<file path="src/rtl/bridge_guard.sv">
module bridge_guard #(
  parameter int N_LEG         = 2,
  parameter int LIM_CYC       = 750,
  parameter int LIM_FAULT_CYC = 68_750_000,
  parameter int OCP_CYC       = 500,
  parameter int TSD_CYC       = 250,
  parameter int UV_CYC        = 25
) (
  input  logic             clk,
  input  logic             rst_n,
  input  logic             sleep_i,
  input  logic             ilim_i,
  input  logic [N_LEG-1:0] ocp_hs_i,
  input  logic [N_LEG-1:0] ocp_ls_i,
  input  logic             tsd_i,
  input  logic             uv_i,
  output logic             duty_cut_o,
  output logic             bridge_off_o,
  output logic             logic_rst_o,
  output logic             fault_pd_o
);
  localparam int N_SW = 2 * N_LEG;
  localparam int LW = $clog2(LIM_FAULT_CYC + 1);
  localparam int OW = $clog2(OCP_CYC + 1);
  localparam int TW = $clog2(TSD_CYC + 1);
  localparam int UW = $clog2(UV_CYC + 1);

  logic [LW-1:0]   lim_cnt;
  logic [TW-1:0]   tsd_cnt;
  logic [UW-1:0]   uv_cnt;
  logic [N_SW-1:0] ocp_hit;
  logic            ocp_lat;
  logic            uv_act, tsd_act, lim_flt;
  logic [N_SW-1:0] ocp_flag;

  assign ocp_flag = {ocp_ls_i, ocp_hs_i};
  assign uv_act   = (uv_cnt == UW'(UV_CYC));
  assign tsd_act  = (tsd_cnt == TW'(TSD_CYC));
  assign lim_flt  = (lim_cnt == LW'(LIM_FAULT_CYC));

  always_ff @(posedge clk or negedge rst_n)
    if (!rst_n)          uv_cnt <= '0;
    else if (!uv_i)      uv_cnt <= '0;
    else if (!uv_act)    uv_cnt <= uv_cnt + 1'b1;

  always_ff @(posedge clk or negedge rst_n)
    if (!rst_n)                uv_cnt_dummy_guard: tsd_cnt <= '0;
    else if (uv_act || !tsd_i) tsd_cnt <= '0;
    else if (!tsd_act)         tsd_cnt <= tsd_cnt + 1'b1;

  for (genvar i = 0; i < N_SW; i++) begin : g_sw
    logic [OW-1:0] cnt;
    assign ocp_hit[i] = ocp_flag[i] && (cnt == OW'(OCP_CYC - 1));
    always_ff @(posedge clk or negedge rst_n)
      if (!rst_n)                      cnt <= '0;
      else if (uv_act || !ocp_flag[i]) cnt <= '0;
      else if (!ocp_hit[i])            cnt <= cnt + 1'b1;
  end

  always_ff @(posedge clk or negedge rst_n)
    if (!rst_n)        ocp_lat <= 1'b0;
    else if (uv_act)   ocp_lat <= 1'b0;
    else if (|ocp_hit) ocp_lat <= 1'b1;

  always_ff @(posedge clk or negedge rst_n)
    if (!rst_n)                     lim_cnt <= '0;
    else if (bridge_off_o || !ilim_i) lim_cnt <= '0;
    else if (!lim_flt)              lim_cnt <= lim_cnt + 1'b1;

  assign bridge_off_o = sleep_i | ocp_lat | tsd_act | uv_act;
  assign duty_cut_o   = (lim_cnt >= LW'(LIM_CYC));
  assign logic_rst_o  = uv_act;
  assign fault_pd_o   = lim_flt | ocp_lat | tsd_act | uv_act;
endmodule


</file>
<file path="config.mk">
export PLATFORM = sky130hd
export DESIGN_NAME = bridge_guard
export DESIGN_NICKNAME = d
export VERILOG_FILES = /design/src/rtl/bridge_guard.sv
export SDC_FILE = /design/constraint.sdc
export NUM_CORES = 1
export LEC_CHECK = 0
export BUFFER_PORTS_ARGS = -buffer_cell sky130_fd_sc_hd__buf_2
export CORE_MARGIN = 8
export CORE_UTILIZATION = 60
export CTS_BUF_LIST = sky130_fd_sc_hd__clkbuf_8 sky130_fd_sc_hd__clkbuf_16
export DETAILED_ROUTE_END_ITERATION = 12
export HOLD_SLACK_MARGIN = 0.06
export PLACE_DENSITY = 0.83
export SLEW_MARGIN = 20
export SYNTH_ARGS = -nofsm -noshare
export SYNTH_HDL_FRONTEND = slang
export SYNTH_SLANG_ARGS = --single-unit
</file>
<file path="constraint.sdc">
create_clock -name clk -period 2.7 [get_ports clk]
set_clock_uncertainty 0.05 [all_clocks]
set_input_delay 0.81 -clock clk [delete_from_list [all_inputs] [get_ports clk]]
set_output_delay 0.81 -clock clk [all_outputs]
set_load 0.02 [all_outputs]
</file>
Word level (Yosys, flattened, before mapping). Index checks and enable logic that the tools add are counted.

Flip-flop bits (word level): 77. Input bits: 10. Output and inout bits: 4. Word-level logic and storage cells: 70.

Add/sub/neg operators: 7. Magnitude comparators: 1. Equal/unequal tests: 14. Mux-type cells: 16. Bitwise logic cells: 6. Reduce and logical (&&, ||, !) cells: 18.

Operator list (count): $mux 9 (8); $mux 27 (2); $add 9x1->9 const B (4); $eq 9x9->1 const B (4); $add 27x1->27 const B (1); $eq 27x27->1 const B (1); $ge 27x10->1 const B (1); $mux 8 (2); $ne 2x1->1 const B (6); $mux 5 (2); $add 8x1->8 const B (1); $eq 8x8->1 const B (1); $logic_not 1->1 (6); $logic_or 1x1->1 (6); $or 1x1->1 (6); $add 5x1->5 const B (1); $eq 5x5->1 const B (1); $logic_and 1x1->1 (4); $reduce_or 4->1 (1); $mux 1 (2); $ne 2x2->1 const B (1); $reduce_bool 2->1 (1).

Longest topological paths before layout. Gate-level depths: netlist of run 1.

Word-level depth: 5. Depth in mapped cells: 8. Mapped depth without buffers: 7.

Worst setup path before layout of run 1. Ideal clock, no wire load.

Path kind: reg2out. Start point: reg lim_cnt[0]. End point: out duty_cut_o. Data arrival time: 1.620 ns. Required time: 1.840 ns. Path slack: 0.220 ns. Stages on the path, launching flop included: 6. Buffers on the path: 0. Path through: dfrtp_1 > inv_1 > ha_1 > a21o_1 > a31oi_1 > o41ai_1.

Word-level cells in the longest chain between the ends: 1.

RTL lines: start, declared (line 28) `logic [LW-1:0] lim_cnt;`; start signal, assigned (line 68) `else if (!lim_flt) lim_cnt <= lim_cnt + 1'b1;`; $ge 27x10->1 (line 71) `assign duty_cut_o = (lim_cnt >= LW'(LIM_CYC));`; end, declared (line 17) `output logic duty_cut_o,`.

No other way between the ends.

Final worst setup path of run 1.
Start point: reg lim_cnt[25]. End point: out duty_cut_o.

Same word-level chain as after synthesis.

==> impl_metrics.json, run 1 <==
{
  "grt_overflow": 0,
  "cp_max_fo": 2,
  "area_delta_synth_final_pct": 16.2,
  "cts_made_buffers": 9,
  "nets": 480,
  "grt_pass1_wl_mm": 14.8,
  "yosysUniqueCellTypes": 44,
  "grt_usage": 0.186,
  "die-area_sq_um": 9610,
  "required_ns": 1.84,
  "power_switching_w": 0.000522,
  "r2r-start": "uv_cnt[0]",
  "critPathMaxStageDelay_ns": 0.43,
  "min_path_type": "input pin to async pin",
  "max_slew_margin": 0.556,
  "synth_warnings": 0,
  "synth.most_common_cell": "dfrtp_1",
  "syn-num-nets": 440,
  "yosys.area.top_type": "dfrtp_1",
  "initialDrtViolationCount": 260,
  "synth_seq_cells": 77,
  "worst_slack_ns": -0.0938,
  "min_period_ns": 2.79,
  "die_w_um": 98.0,
  "startpoint": "lim_cnt[25]",
  "routed_wl_mm": 8.79,
  "fin_crit_sh": 1.03,
  "ys_seq_area_frac": 0.477,
  "yosys.area.top_type_share": 0.477,
  "diodes": 0,
  "fp.dieH_um": 98.0,
  "synth-edff-count": 0,
  "place.gp.congestion": 0.870,
  "drc": 0,
  "tightest_slew_ns": 0.663,
  "ios": 14,
  "violations": "setup timing",
  "async_flop_share": 1.00,
  "p_per_area_nw_per_um2": 493,
  "crit_chain": "nor4_4 -> nand3_2 -> a2111oi_4 -> o41ai_2 -> buf_4",
  "syn_area_sq_um": 4040,
  "final-instance-count-excl-fill": 544,
  "slowest_stage": "dfrtp_2",
  "row_count": 30,
  "clock-sinks": 77,
  "ant_nets": 0,
  "core_area_sq_um": 6640,
  "h-tree-depth": 3,
  "ir_drop_uv": 459,
  "antenna_found_initial": 0,
  "routed_via_density": 6.16,
  "netSwitchingFraction": 0.226,
  "vias": 3349,
  "dp_hpwl_mm": 5.76,
  "rsz0062_at_grt": "yes",
  "cts-hold-fix-buffers": 0,
  "crit_family": "simple AND/OR/NAND/NOR gates",
  "first_pass_iters": 5,
  "port_buffers": 13,
  "syn_inst": 419,
  "synth-main-ff-cell": "dfrtp_1",
  "clk_pin_slew_ns": 0.08,
  "synthTopCellsByArea": "dfrtp_1 (48%), xnor2_1 (4.1%), xor2_1 (4.1%)",
  "power_leakage_nw": 2.04,
  "syn_avg_cell_area_sq_um": 9.64,
  "slew_violations": 0,
  "finalSetupViolCount": 1,
  "comb_power_share": 0.057,
  "drive_gt1_frac": 0.164,
  "grt_max_degree": 42,
  "maxCapViolations": 0,
  "clock_latency_ns": 0.35,
  "max_freq_mhz": 358,
  "power.share.clock": 0.425,
  "cp-start-kind": "flop",
  "dp_cells": 515,
  "cts_tree": "yes",
  "status": "complete, but fails checks",
  "power_frac_seq": 0.518,
  "final_hold_viol_count": 0,
  "crit_path_end_kind": "output pin",
  "cp_num_buf_inv": 1,
  "cts_root_buffer": "clkbuf_8",
  "start_util": 0.608,
  "synth.cells.most_frequent": "dfrtp_1 (77), nor2_1 (44), nand2_1 (32), a21oi_1 (28), nand3_1 (28)",
  "crit_type": "flop to output pin",
  "tns_ns": -0.0938,
  "grt_pass1_vias": 3253,
  "arrival_ns": 1.93,
  "cts_buffer_depth": 2,
  "wl_per_cell_um": 16.2,
  "internal-power_w": 0.00179
}
layout make-up:
type / instances / area, sq um
Clock inverter: 5 / 73.8
Fill cell: 456 / 1950
Clock buffer: 11 / 151
Sequential cell: 77 / 1940
Multi-Input combinational cell: 321 / 2120
Tap cell: 80 / 100
Inverter: 13 / 48.8
Timing Repair Buffer: 37 / 265
logic make-up after synthesis:
family	count (synthesis)	synth area share
XOR/XNOR	38	0.0824
adder cells (fa/ha/maj)	11	0.0341
multiplexers	7	0.0173
buffers and inverters	21	0.0245
flip-flops	77	0.477
AO/OA/AOI/OAI	60	0.0861
AND/OR/NAND/NOR	205	0.279
per-layer routing:
metal  share of wire  GRT usage  wire (um)  up-vias
met5               0          0          0        -
met4           0.026     0.0923        228        0
met3           0.052     0.0299        457       26
met2            0.48      0.307       4250      113
met1            0.44      0.232       3850     1625
li1                -          -          -     1585
state kept, by name (all words and copies together) (netlist names):
name	cells
g_sw.cnt	36
tsd_cnt	8
uv_cnt	5
ocp_lat	1
lim_cnt	27
layout by cell type, fill, tap and decap left out, drive strengths merged, types with 3 or more instances in the layout:
cell	netlist	layout
xor2	19	19
nand2	33	33
nor2	44	44
o21a	3	3
or3	14	14
inv	12	13
nand4	15	15
o31ai	8	8
clkbuf	4	11
clkinv	1	3
dfrtp	77	77
nand3	28	28
and3	6	6
o21ai	14	14
nand2b	9	9
nor2b	7	7
mux2i	7	7
xnor2	19	19
or4	15	15
nor4	8	8
and4	7	7
a21oi	28	28
nor3	6	6
nand3b	3	3
buf	4	37
ha	11	11
and2	4	4
stage by stage:
stage               cell area (sq um)  power [W]   util  hold slack, ns  setup WS [ns]
global placement                 4250    0.00134  0.640           0.472          0.161
floorplan                        4040    0.00129      -           0.444          0.220
CTS                              4570    0.00233  0.688           0.367        -0.0369
detailed placement               4250    0.00134  0.640           0.483         0.0713
finish                           4690    0.00231  0.706           0.348        -0.0938
global route                     4690    0.00239  0.706           0.391         -0.125
what timing repair did:
item	CTS	global route
pin swaps	7	4
setup endpoints to repair	3	2
buffers inserted	5	8
resized for setup	12	13
power by group through the flow:
stage	logic, W	registers [W]	clock network [W]
4_1_cts	0.000128	0.00120	0.00100
3_5_place_dp	0.000120	0.00122	0
2_1_floorplan	0.0000690	0.00122	0
6_report	0.000131	0.00120	0.000984
5_1_grt	0.000149	0.00120	0.00104
3_3_place_gp	0.000114	0.00122	0
worst paths after layout:
kind	depth (start not counted)	slack, ns	end
worst max-delay path	5	-0.09	duty_cut_o
worst min-delay path	1	0.35	g_sw[2].cnt[4]
worst max register to register	8	0.46	lim_cnt[2]
worst min register to register	2	0.50	g_sw[3].cnt[7]
max in group asynchronous	2	1.65	lim_cnt[22]
min in group clk	2	0.50	g_sw[3].cnt[7]
(Power assumes the default switching activity.)
==> run 2: changes to the inputs <==
PLACE_DENSITY = 0.77   (was 0.83)
==> run 2 against run 1 <==
The flow still finishes with violations (setup timing). Global-route usage fell by 0.66 points. Combinational power down 5%. Hold slack better by 0.027 ns. Routed wire length shrank 5.9%. Sequential share of layout area up 0.80 points. Count of clock-buffer cells in the layout shrank 1. Core utilization decreased by 1.6 points. Maximum frequency up 2.0%. Critical path type unchanged. Critical endpoint unchanged.
==> impl_metrics.json, run 2 (synthesis gave the netlist of run 1 again) <==
{
  "worst_slack_ns": -0.0389,
  "cts_buffer_depth": 2,
  "max_freq_mhz": 365,
  "arrival_ns": 1.88,
  "clock_latency_ns": 0.34,
  "row_count": 30,
  "diodes": 0,
  "min_path_type": "input pin to async pin",
  "status": "complete, but fails checks",
  "initialDrtViolationCount": 165,
  "tightest_slew_ns": 0.577,
  "cts_made_buffers": 9,
  "fp.dieH_um": 98.0,
  "dp_hpwl_mm": 5.54,
  "fin_crit_sh": 1.01,
  "largestRegisters": "g_sw.cnt: 36 flops, lim_cnt: 27 flops, tsd_cnt: 8 flops",
  "clock-sinks": 77,
  "port_buffers": 13,
  "ios": 14,
  "rsz0062_at_grt": "yes",
  "crit_path_end_kind": "output pin",
  "maxCapViolations": 0,
  "vias": 3219,
  "total_power_w": 0.00215,
  "cts_tree": "yes",
  "area_delta_synth_final_pct": 13.6,
  "violations": "setup timing",
  "start_util": 0.608,
  "die-area_sq_um": 9610,
  "min_period_ns": 2.74,
  "post-place-ws_ns": 0.0169,
  "nets": 473,
  "mostFrequentLayoutCell": "dfrtp_1",
  "cp-start-kind": "flop",
  "crit_type": "flop to output pin",
  "final_cell_mix": "dfrtp_1 (75), nor2_1 (44), nand2_1 (30)",
  "largest_register_ffs": 36,
  "drive_gt1_frac": 0.138,
  "core_area_sq_um": 6640,
  "tns_ns": -0.0389,
  "crit_chain": "nor4_2 -> nand3_2 -> a2111oi_4 -> o41ai_1 -> buf_2",
  "regMostFlops": "g_sw.cnt",
  "die_w_um": 98.0,
  "ir_drop_uv": 331,
  "power_leakage_nw": 1.99,
  "grt_pass1_vias": 3201,
  "place.gp.congestion": 0.909,
  "p_per_area_nw_per_um2": 468,
  "slowest_stage": "dfrtp_1",
  "grt_max_degree": 42,
  "critPathMaxStageDelay_ns": 0.44,
  "fin_util": 0.691,
  "wl_per_cell_um": 15.5,
  "first_pass_iters": 4,
  "fillCellCount": 489,
  "grt_overflow": 0,
  "slew_violations": 0,
  "h-tree-depth": 3,
  "clk_pin_slew_ns": 0.08,
  "ant_nets": 0,
  "rr_worst_depth": 7,
  "routed_wl_mm": 8.27,
  "grt_pass1_wl_mm": 14.4,
  "grt_usage": 0.180,
  "antenna_found_initial": 0,
  "cts_root_buffer": "clkbuf_8",
  "routed_via_density": 6.02,
  "drc": 0,
  "max_slew_margin": 0.613,
  "required_ns": 1.84,
  "final_hold_viol_count": 0,
  "finalSetupViolCount": 1,
  "cp_max_fo": 6
}
==> run 2: where the power goes <==
group / internal [W] / leakage, nW / switching (W)
clock: 0.000434 / 0.101 / 0.000386
sequential: 0.00118 / 1.06 / 0.0000265
combinational: 0.0000493 / 0.831 / 0.0000746
==> run 2: timing repair <==
| item | CTS | global route |
|---|---|---|
| setup buffers | 2 | 5 |
| hold buffers | 0 | 0 |
| resized for setup | 10 | 14 |
| endpoints found under the setup margin | 2 | 3 |
| pin swaps | 6 | 4 |
==> run 2: layout make-up <==
| type | count | area, sq um | share of cell area |
|---|---|---|---|
| clock inverters | 4 | 42.5 | 0.00927 |
| multi-input cells | 321 | 2110 | 0.460 |
| inverters | 13 | 48.8 | 0.0106 |
| well taps | 80 | 100 | 0.0218 |
| flip-flops and latches | 77 | 1930 | 0.420 |
| repair buffers | 30 | 220 | 0.0480 |
| clock buffers | 10 | 138 | 0.0300 |
==> run 2: layer usage <==
metal | track usage | up-vias | wire length [um]
met3 | 0.0370 | 9 | 344
met1 | 0.227 | 1564 | 3790
met4 | 0.0803 | 0 | 91
met5 | 0 | - | 0
met2 | 0.291 | 75 | 4040
li1 | - | 1571 | -
==> run 2: stage by stage <==
stage	cells	hold WS, ns	instance area (sq um)
CTS	530	0.385	4500
global route	535	0.401	4590
global placement	514	0.468	4240
finish	535	0.375	4590
detailed placement	514	0.483	4240
floorplan	419	0.444	4040
==> run 2: final timing paths <==
kind	startpoint	to	slack, ns
hold reg to reg	tsd_cnt[6]	tsd_cnt[6]	0.49
min in group clk	tsd_cnt[6]	tsd_cnt[6]	0.49
setup reg to reg	lim_cnt[0]	lim_cnt[2]	0.43
setup / recovery	lim_cnt[15]	duty_cut_o	-0.04
hold / removal	rst_n	g_sw[2].cnt[3]	0.37
max in group asynchronous	rst_n	lim_cnt[0]	1.62
==> run 2: worst max-delay path, delay by kind of cell (launching register included) <==
family	cells	cell delay [ns]
flip-flops	1	0.44
AND/OR/NAND/NOR	2	0.56
buffers and inverters	1	0.18
AO/OA/AOI/OAI	2	0.36
